--- config.mk ---
export PLATFORM = sky130hd
export DESIGN_NAME = spi_save_mem
export DESIGN_NICKNAME = d
export VERILOG_FILES = /design/src/rtl/spi_save_pkg.sv /design/src/rtl/spi_op_decode.sv /design/src/rtl/spi_save_ctrl.sv /design/src/rtl/spi_save_array.sv /design/src/rtl/spi_save_mem.sv
export SDC_FILE = /design/constraint.sdc
export NUM_CORES = 2
export LEC_CHECK = 0
export BUFFER_PORTS_ARGS = -buffer_cell sky130_fd_sc_hd__buf_2
export CELL_PAD_IN_SITES_DETAIL_PLACEMENT = 1
export CELL_PAD_IN_SITES_GLOBAL_PLACEMENT = 1
export CORE_UTILIZATION = 37
export CTS_BUF_LIST = sky130_fd_sc_hd__clkbuf_16
export DETAILED_ROUTE_END_ITERATION = 8
export PLACE_DENSITY = 0.56
export SLEW_MARGIN = 5
export SYNTH_ARGS = -nofsm -noshare
export SYNTH_HDL_FRONTEND = slang
export SYNTH_HIERARCHICAL = 1
export SYNTH_SLANG_ARGS = --single-unit
--- constraint.sdc ---
create_clock -name clk -period 4.6 [get_ports clk]
set_input_delay 1.15 -clock clk [delete_from_list [all_inputs] [get_ports clk]]
set_output_delay 1.15 -clock clk [all_outputs]
set_load 0.02 [all_outputs]
--- src/rtl/spi_save_pkg.sv ---
package spi_save_pkg;

    localparam int BYTE_W   = 8;
    localparam int IDX_W    = 9;
    localparam int DEPTH    = 1 << IDX_W;
    localparam logic [IDX_W-1:0] HALF_OFF = IDX_W'(1) << (IDX_W - 1);

    localparam logic [BYTE_W-1:0] OP_PREFIX = 8'h00;
    localparam logic [BYTE_W-1:0] OP_WR_LO  = 8'h02;
    localparam logic [BYTE_W-1:0] OP_RD_LO  = 8'h03;
    localparam logic [BYTE_W-1:0] OP_WR_HI  = 8'h0A;
    localparam logic [BYTE_W-1:0] OP_RD_HI  = 8'h0B;
    localparam logic [BYTE_W-1:0] OP_WRDI   = 8'h04;
    localparam logic [BYTE_W-1:0] OP_RDSR   = 8'h05;
    localparam logic [BYTE_W-1:0] OP_WREN   = 8'h06;
    localparam logic [BYTE_W-1:0] IDLE_BYTE = 8'hFF;

    typedef enum logic [1:0] {
        PH_OPC  = 2'd0,
        PH_ADDR = 2'd1,
        PH_DATA = 2'd2,
        PH_SKIP = 2'd3
    } phase_e;

    typedef enum logic [2:0] {
        CMD_NONE  = 3'd0,
        CMD_RD_LO = 3'd1,
        CMD_RD_HI = 3'd2,
        CMD_WR_LO = 3'd3,
        CMD_WR_HI = 3'd4,
        CMD_RDSR  = 3'd5,
        CMD_WREN  = 3'd6,
        CMD_WRDI  = 3'd7
    } cmd_e;

    typedef struct packed {
        logic                 prefix;
        logic                 known;
        cmd_e                 cmd;
    } dec_t;

    function automatic logic cmd_is_read(cmd_e c);
        return (c == CMD_RD_LO) || (c == CMD_RD_HI);
    endfunction

    function automatic logic cmd_is_write(cmd_e c);
        return (c == CMD_WR_LO) || (c == CMD_WR_HI);
    endfunction

    function automatic logic cmd_is_hi(cmd_e c);
        return (c == CMD_RD_HI) || (c == CMD_WR_HI);
    endfunction

    function automatic logic cmd_has_addr(cmd_e c);
        return cmd_is_read(c) || cmd_is_write(c);
    endfunction

    // Nine-bit sum: the carry out of bit 8 is dropped, giving modulo-512 wrap.
    function automatic logic [IDX_W-1:0] mem_index(logic [IDX_W-1:0] a, logic hi);
        return a + (hi ? HALF_OFF : '0);
    endfunction

    function automatic logic [BYTE_W-1:0] status_byte(logic wel);
        return {{(BYTE_W-2){1'b0}}, wel, 1'b0};
    endfunction

endpackage

--- src/rtl/spi_op_decode.sv ---
module spi_op_decode
    import spi_save_pkg::*;
(
    input  logic [BYTE_W-1:0] op_byte,
    output dec_t              dec
);
    always_comb begin
        dec        = '{prefix: 1'b0, known: 1'b1, cmd: CMD_NONE};
        unique case (op_byte)
            OP_PREFIX: dec.prefix = 1'b1;
            OP_WR_LO:  dec.cmd    = CMD_WR_LO;
            OP_RD_LO:  dec.cmd    = CMD_RD_LO;
            OP_WR_HI:  dec.cmd    = CMD_WR_HI;
            OP_RD_HI:  dec.cmd    = CMD_RD_HI;
            OP_RDSR:   dec.cmd    = CMD_RDSR;
            OP_WREN:   dec.cmd    = CMD_WREN;
            OP_WRDI:   dec.cmd    = CMD_WRDI;
            default:   dec.known  = 1'b0;
        endcase
    end
endmodule

--- src/rtl/spi_save_ctrl.sv ---
module spi_save_ctrl
    import spi_save_pkg::*;
(
    input  logic              clk,
    input  logic              rst,
    input  logic              xfer_start,
    input  logic              byte_valid,
    input  logic              byte_last,
    input  logic [BYTE_W-1:0] rx_byte,
    input  dec_t              dec,
    output phase_e            phase,
    output logic              wr_en,
    output logic [IDX_W-1:0]  idx,
    output logic              rd_active,
    output logic              stat_active,
    output logic              wel
);
    cmd_e             cmd_q, cmd_d;
    phase_e           phase_d;
    logic [IDX_W-1:0] addr_q, addr_d;
    logic             wel_d;
    logic             strobe;

    assign strobe = byte_valid && !xfer_start;

    always_comb begin
        phase_d = phase;
        cmd_d   = cmd_q;
        addr_d  = addr_q;
        wel_d   = wel;
        if (xfer_start) begin
            phase_d = PH_OPC;
            cmd_d   = CMD_NONE;
        end else if (byte_valid) begin
            unique case (phase)
                PH_OPC: begin
                    if (!dec.prefix) begin
                        cmd_d = dec.known ? dec.cmd : CMD_NONE;
                        if (!dec.known) begin
                            phase_d = PH_SKIP;
                        end else if (cmd_has_addr(dec.cmd)) begin
                            phase_d = PH_ADDR;
                        end else if (dec.cmd == CMD_RDSR) begin
                            phase_d = PH_DATA;
                        end else begin
                            phase_d = PH_SKIP;
                            wel_d   = (dec.cmd == CMD_WREN);
                        end
                    end
                end
                PH_ADDR: begin
                    addr_d  = {1'b0, rx_byte};
                    phase_d = PH_DATA;
                end
                PH_DATA: begin
                    if (cmd_has_addr(cmd_q)) addr_d = addr_q + 1'b1;
                end
                default: ;
            endcase
            if (byte_last) phase_d = PH_OPC;
        end
    end

    always_ff @(posedge clk) begin
        if (rst) begin
            phase  <= PH_OPC;
            cmd_q  <= CMD_NONE;
            addr_q <= '0;
            wel    <= 1'b0;
        end else begin
            phase  <= phase_d;
            cmd_q  <= cmd_d;
            addr_q <= addr_d;
            wel    <= wel_d;
        end
    end

    assign idx         = mem_index(addr_q, cmd_is_hi(cmd_q));
    assign wr_en       = strobe && (phase == PH_DATA) && cmd_is_write(cmd_q);
    assign rd_active   = (phase == PH_DATA) && cmd_is_read(cmd_q);
    assign stat_active = (phase == PH_DATA) && (cmd_q == CMD_RDSR);

    // every data strobe of a read/write moves the running address by one
    assert_addr_step_R4: assert property (@(posedge clk) disable iff (rst)
        (strobe && phase == PH_DATA && cmd_has_addr(cmd_q))
        |=> addr_q == $past(addr_q) + 1'b1);

    // the byte after the command becomes the start address
    assert_addr_load_R7: assert property (@(posedge clk) disable iff (rst)
        (strobe && phase == PH_ADDR && !byte_last)
        |=> (phase == PH_DATA) && (addr_q == {1'b0, $past(rx_byte)}));

    // the last byte of a transfer returns to the command phase
    assert_last_to_opc_R8: assert property (@(posedge clk) disable iff (rst)
        (byte_valid && byte_last) |=> phase == PH_OPC);

    // a zero command byte keeps the command phase
    assert_prefix_hold_R5: assert property (@(posedge clk) disable iff (rst)
        (strobe && phase == PH_OPC && rx_byte == OP_PREFIX) |=> phase == PH_OPC);

    // ignored transfers never write the array
    assert_skip_no_write_R6: assert property (@(posedge clk) disable iff (rst)
        (phase == PH_SKIP) |-> !wr_en);
endmodule

--- src/rtl/spi_save_array.sv ---
module spi_save_array
    import spi_save_pkg::*;
#(
    parameter int AW = IDX_W,
    parameter int DW = BYTE_W,
    localparam int N = 1 << AW
) (
    input  logic          clk,
    input  logic          rst,
    input  logic          wr_en,
    input  logic [AW-1:0] idx,
    input  logic [DW-1:0] wr_data,
    output logic [DW-1:0] rd_data
);
    logic [DW-1:0] mem [N];

    always_ff @(posedge clk) begin
        if (wr_en) mem[idx] <= wr_data;
    end

    assign rd_data = mem[idx];

    // a written byte is found at the index it was written to
    assert_write_lands_R2: assert property (@(posedge clk) disable iff (rst)
        wr_en |=> mem[$past(idx)] == $past(wr_data));
endmodule

--- src/rtl/spi_save_mem.sv ---
module spi_save_mem
    import spi_save_pkg::*;
(
    input  logic              clk,
    input  logic              rst,
    input  logic              xfer_start,
    input  logic              byte_valid,
    input  logic              byte_last,
    input  logic [BYTE_W-1:0] rx_byte,
    output logic [BYTE_W-1:0] tx_byte
);
    dec_t             dec;
    phase_e           phase;
    logic             wr_en, rd_active, stat_active, wel;
    logic [IDX_W-1:0] idx;
    logic [BYTE_W-1:0] rd_data;

    spi_op_decode u_dec (
        .op_byte (rx_byte),
        .dec     (dec)
    );

    spi_save_ctrl u_ctrl (
        .clk         (clk),
        .rst         (rst),
        .xfer_start  (xfer_start),
        .byte_valid  (byte_valid),
        .byte_last   (byte_last),
        .rx_byte     (rx_byte),
        .dec         (dec),
        .phase       (phase),
        .wr_en       (wr_en),
        .idx         (idx),
        .rd_active   (rd_active),
        .stat_active (stat_active),
        .wel         (wel)
    );

    spi_save_array #(.AW(IDX_W), .DW(BYTE_W)) u_arr (
        .clk     (clk),
        .rst     (rst),
        .wr_en   (wr_en),
        .idx     (idx),
        .wr_data (rx_byte),
        .rd_data (rd_data)
    );

    always_comb begin
        if (rd_active)        tx_byte = rd_data;
        else if (stat_active) tx_byte = status_byte(wel);
        else                  tx_byte = IDLE_BYTE;
    end

    // command and address phases always return the idle byte
    assert_idle_byte_R9: assert property (@(posedge clk) disable iff (rst)
        (phase == PH_OPC || phase == PH_ADDR) |-> tx_byte == IDLE_BYTE);

    // an ignored transfer returns the idle byte
    assert_skip_idle_R6: assert property (@(posedge clk) disable iff (rst)
        (phase == PH_SKIP) |-> tx_byte == IDLE_BYTE);
endmodule

==> reports/qor.tcl <==
set qor(cp-start-kind) {flip-flop}
set qor(period_needed_ns) 5.86
set qor(post_synth_instance_area_mm2) 0.159
set qor(postSynthNetCount) 7741
set qor(via_count) 86862
set qor(postSynth.topFlopCell) {sky130_fd_sc_hd__edfxtp_1}
set qor(post_detailed_route_drc_marker_count) 0
set qor(crit_path_dat_ns) 4.71
set qor(detail_route.wl_per_cell_um) 33.7
set qor(final_util_pct) 45.4
set qor(flow.area_growth_from_synthesis_pct) 22.0
set qor(final_max_slew_viol_count) 0
set qor(cap_viol_max_count) 0
set qor(yosys_warnings) 6
set qor(timing_worst_setup_path_type) {reg -> out}
set qor(post-route-period-util_pct) 127
set qor(synthesis.area_per_instance_um2) 20.6
set qor(synth-edff-count) 4096
set qor(max_slew_margin_pct) 4.34
set qor(synth.distinct_cells) 83
set qor(crit_path_end_kind) {primary output}
set qor(grt_remaining_overflow) 0
set qor(hold_class) {in -> reg}
set qor(floorplan.initialDensity_pct) 37.2
set qor(drt_wl_total_um) 516000
set qor(static_leakage_nw) 61.3
set qor(htree_num_levels) 5
set qor(groute.usage.overall_pct) 23.4
set qor(place_hpwl_um) 337000
set qor(largest_net_degree_at_the_start_of_global_routing) 181
set qor(crit_fanout) 18
set qor(failed_checks) {setup timing}
set qor(via_count_of_the_first_global_routing_pass) 90446
set qor(gpl.final_weighted_congestion) 0.918
set qor(clock_tree.root_cell) {sky130_fd_sc_hd__clkbuf_16}
set qor(floorplan.rows) 240
set qor(share_of_final_layout_standard_cells_stronger_than_drive_strength_1_pct) 34.2
set qor(required_ns) 3.45
set qor(ys_ff_latch) 4111
set qor(cts-hold-fix-buffers) 0
set qor(syn-instance-count) 7727
set qor(largest_vdd_supply_drop_mv) 0.343
set qor(clk_pin_slew_worst_paths_ns) 0.06
set qor(clock_latency_ns) 1.00
set qor(cts.sink_count) 4111
set qor(die_height_um) 658
set qor(clock-skew-final_ns) 0.0713
set qor(tritoncts.num_buffers) 428
set qor(setup_repair_after_global_routing_missed_its_margin) {true}
set qor(hold_viol) 0
set qor(per_cell_via_count_in_the_routed_design) 5.68
set qor(worst_slack_ns) -1.26
set qor(num_io_pins) 21
set qor(detail_route.iter0.violations) 9647
set qor(holdWs_ns) 0.460
set qor(max_freq_mhz) 171
set qor(finalNetCount) 9265
set qor(run_status) {finished, violations left}
set qor(clock_tree_from_tritoncts) {yes}
set qor(die-width_um) 658
set qor(core_region_area_mm2) 0.428
set qor(sequential_fraction_of_the_synthesis_area_pct) 77.3
set qor(dr.pass1.iters) 7
set qor(fp.dieArea_mm2) 0.434
set qor(clock_path_buffers) 4
set qor(finalSetupViolCount) 8
set qor(io_buffers) 20
set qor(power.density_cell_area_mw_per_mm2) 393
set qor(grt_antenna_before_repair) 26
set qor(grt_pass1_wl_um) 719000
set qor(drtAntennaViolNets) 0
set qor(tightestPinTransition_ns) 1.43
set qor(synthArstFlopShare_pct) 0
set qor(fillerInstances) 39759
report_power, final:
part / total (W) / switching, W / internal [W]
combinational: 0.00126 / 0.000965 / 0.000297
sequential: 0.0412 / 0.00000258 / 0.0412
clock: 0.0339 / 0.0147 / 0.0193
layer usage:
layer  vias to the layer above  part of all wire (%)  routed length [µm]  global-route usage, %
li1                      35403                     -                   -                      -
met1                     47532                    42              217000                   32.8
met2                      3264                    48              245000                   37.9
met3                       657                   7.1               36500                   3.75
met4                         6                   3.3               16800                   6.92
met5                         -                0.0066                  34                      0
kinds of logic after synthesis:
logic type / count (synthesis) / share of synthesized area (%)
AOI/OAI and AO/OA: 813 / 3.63
and+or+nand+nor: 1024 / 2.98
xor gates and xnor gates: 3 / 0.0165
DFF: 4111 / 77.3
muxes: 1268 / 14.4
buffers and inverters: 507 / 1.66
adders and majority gates: 1 / 0.00785
critical path, stage by stage, from the launching register on:
cell and delay [ns]:
sky130_fd_sc_hd__dfxtp_4 0.36, sky130_fd_sc_hd__buf_4 0.21, sky130_fd_sc_hd__buf_4 0.19, sky130_fd_sc_hd__buf_4 0.24, sky130_fd_sc_hd__and3_2 0.30, sky130_fd_sc_hd__and2_1 0.30, sky130_fd_sc_hd__a22o_1 0.27, sky130_fd_sc_hd__a311oi_2 0.22
sky130_fd_sc_hd__buf_4 0.18, sky130_fd_sc_hd__o211ai_1 0.12, sky130_fd_sc_hd__nor4_4 0.42, sky130_fd_sc_hd__buf_6 0.20, sky130_fd_sc_hd__nand4_1 0.18, sky130_fd_sc_hd__a21o_1 0.32, sky130_fd_sc_hd__buf_6 0.16
sequential cells by signal, summed over array words and instances, names as in the netlist:
name,cells
u_ctrl/addr_q,9
u_ctrl/cmd_q,3
u_ctrl/phase,2
u_ctrl/wel,1
u_arr/mem,4096
per-stage QoR:
step           worst slack (ns)  total power [W]  instances  TNS [ns]  instance area [µm²]
6_report                  -1.26           0.0764      15287     -9.42               195000
5_1_grt                   -1.35           0.0783      15285    -10.01               194000
4_1_cts                   -1.34           0.0770      15239    -10.02               193000
3_5_place_dp              -1.43           0.0432      14359     -6.50               177000
3_3_place_gp              -2.05           0.0431      14358     -8.44               177000
2_1_floorplan             0.560           0.0422       7727         0               159000
cell type report:
type	count	area [µm²]	area share (%)
repair buffers	1591	15200	7.81
multi-input cells	3109	35200	18.1
flip-flops and latches	4111	123000	63.4
diodes	5	12.5	0.00643
clock buffers	436	10900	5.61
inverters	10	42.5	0.0219
clock inverters	338	2730	1.41
well taps	5687	7120	3.66
timing repair:
| item | 4_1_cts | 5_1_grt |
|---|---|---|
| setup endpoints to repair | 8 | 8 |
| pin swaps | 54 | 53 |
| gates cloned | 14 | 3 |
| endpoints found under the hold margin | 0 | 0 |
| buffers inserted | 95 | 44 |
| gates resized for setup | 265 | 135 |
synth_stat cells, types with 15 or more instances:
cell type | instances | area, µm²
sky130_fd_sc_hd__a211oi_1 | 37 | 278
sky130_fd_sc_hd__a21oi_1 | 96 | 480
sky130_fd_sc_hd__a221oi_1 | 93 | 815
sky130_fd_sc_hd__a22o_1 | 47 | 412
sky130_fd_sc_hd__a22oi_1 | 180 | 1350
sky130_fd_sc_hd__a31oi_1 | 79 | 494
sky130_fd_sc_hd__a32oi_1 | 26 | 228
sky130_fd_sc_hd__and2_1 | 19 | 119
sky130_fd_sc_hd__and3_1 | 27 | 169
sky130_fd_sc_hd__buf_1 | 19 | 71.3
sky130_fd_sc_hd__buf_2 | 184 | 921
sky130_fd_sc_hd__buf_4 | 64 | 480
sky130_fd_sc_hd__buf_6 | 27 | 304
sky130_fd_sc_hd__clkbuf_1 | 197 | 739
sky130_fd_sc_hd__dfxtp_1 | 15 | 300
sky130_fd_sc_hd__edfxtp_1 | 4096 | 123000
sky130_fd_sc_hd__mux2_2 | 18 | 203
sky130_fd_sc_hd__mux2i_1 | 434 | 4340
sky130_fd_sc_hd__mux4_2 | 816 | 18400
sky130_fd_sc_hd__nand2_1 | 148 | 556
sky130_fd_sc_hd__nand3_1 | 56 | 280
sky130_fd_sc_hd__nand4_1 | 50 | 313
sky130_fd_sc_hd__nor2_1 | 551 | 2070
sky130_fd_sc_hd__nor2b_1 | 29 | 181
sky130_fd_sc_hd__nor3_1 | 27 | 135
sky130_fd_sc_hd__nor4_1 | 40 | 250
sky130_fd_sc_hd__o21ai_0 | 53 | 265
sky130_fd_sc_hd__o22ai_1 | 118 | 738
final timing paths:
path,start,end,slack (ns),cells past startpoint
hold / removal,byte_valid,u_ctrl/phase[1],0.46,2
hold reg to reg,u_ctrl/wel,u_ctrl/wel,0.56,2
setup reg to reg,u_ctrl/addr_q[2],u_arr/mem[478][0],0.28,7
setup / recovery,u_ctrl/addr_q[2],tx_byte[0],-1.26,14
layout by cell type (no fill, tap or decap), types with 46 or more instances in the layout:
master / netlist / layout
sky130_fd_sc_hd__a21oi_1: 96 / 87
sky130_fd_sc_hd__a221oi_1: 93 / 72
sky130_fd_sc_hd__a22o_1: 47 / 46
sky130_fd_sc_hd__a22oi_1: 180 / 142
sky130_fd_sc_hd__a31oi_1: 79 / 65
sky130_fd_sc_hd__buf_12: 3 / 168
sky130_fd_sc_hd__buf_4: 64 / 1304
sky130_fd_sc_hd__buf_6: 27 / 56
sky130_fd_sc_hd__clkbuf_16: 0 / 439
sky130_fd_sc_hd__clkinv_1: 0 / 106
sky130_fd_sc_hd__clkinv_2: 0 / 76
sky130_fd_sc_hd__edfxtp_1: 4096 / 4096
sky130_fd_sc_hd__inv_1: 9 / 82
sky130_fd_sc_hd__mux2i_1: 434 / 423
sky130_fd_sc_hd__mux4_2: 816 / 816
sky130_fd_sc_hd__nand2_1: 148 / 133
sky130_fd_sc_hd__nand4_1: 50 / 50
sky130_fd_sc_hd__nor2_1: 551 / 542
sky130_fd_sc_hd__o21ai_0: 53 / 47
sky130_fd_sc_hd__o22ai_1: 118 / 111
No activity file was read; power rests on OpenSTA's default activity.
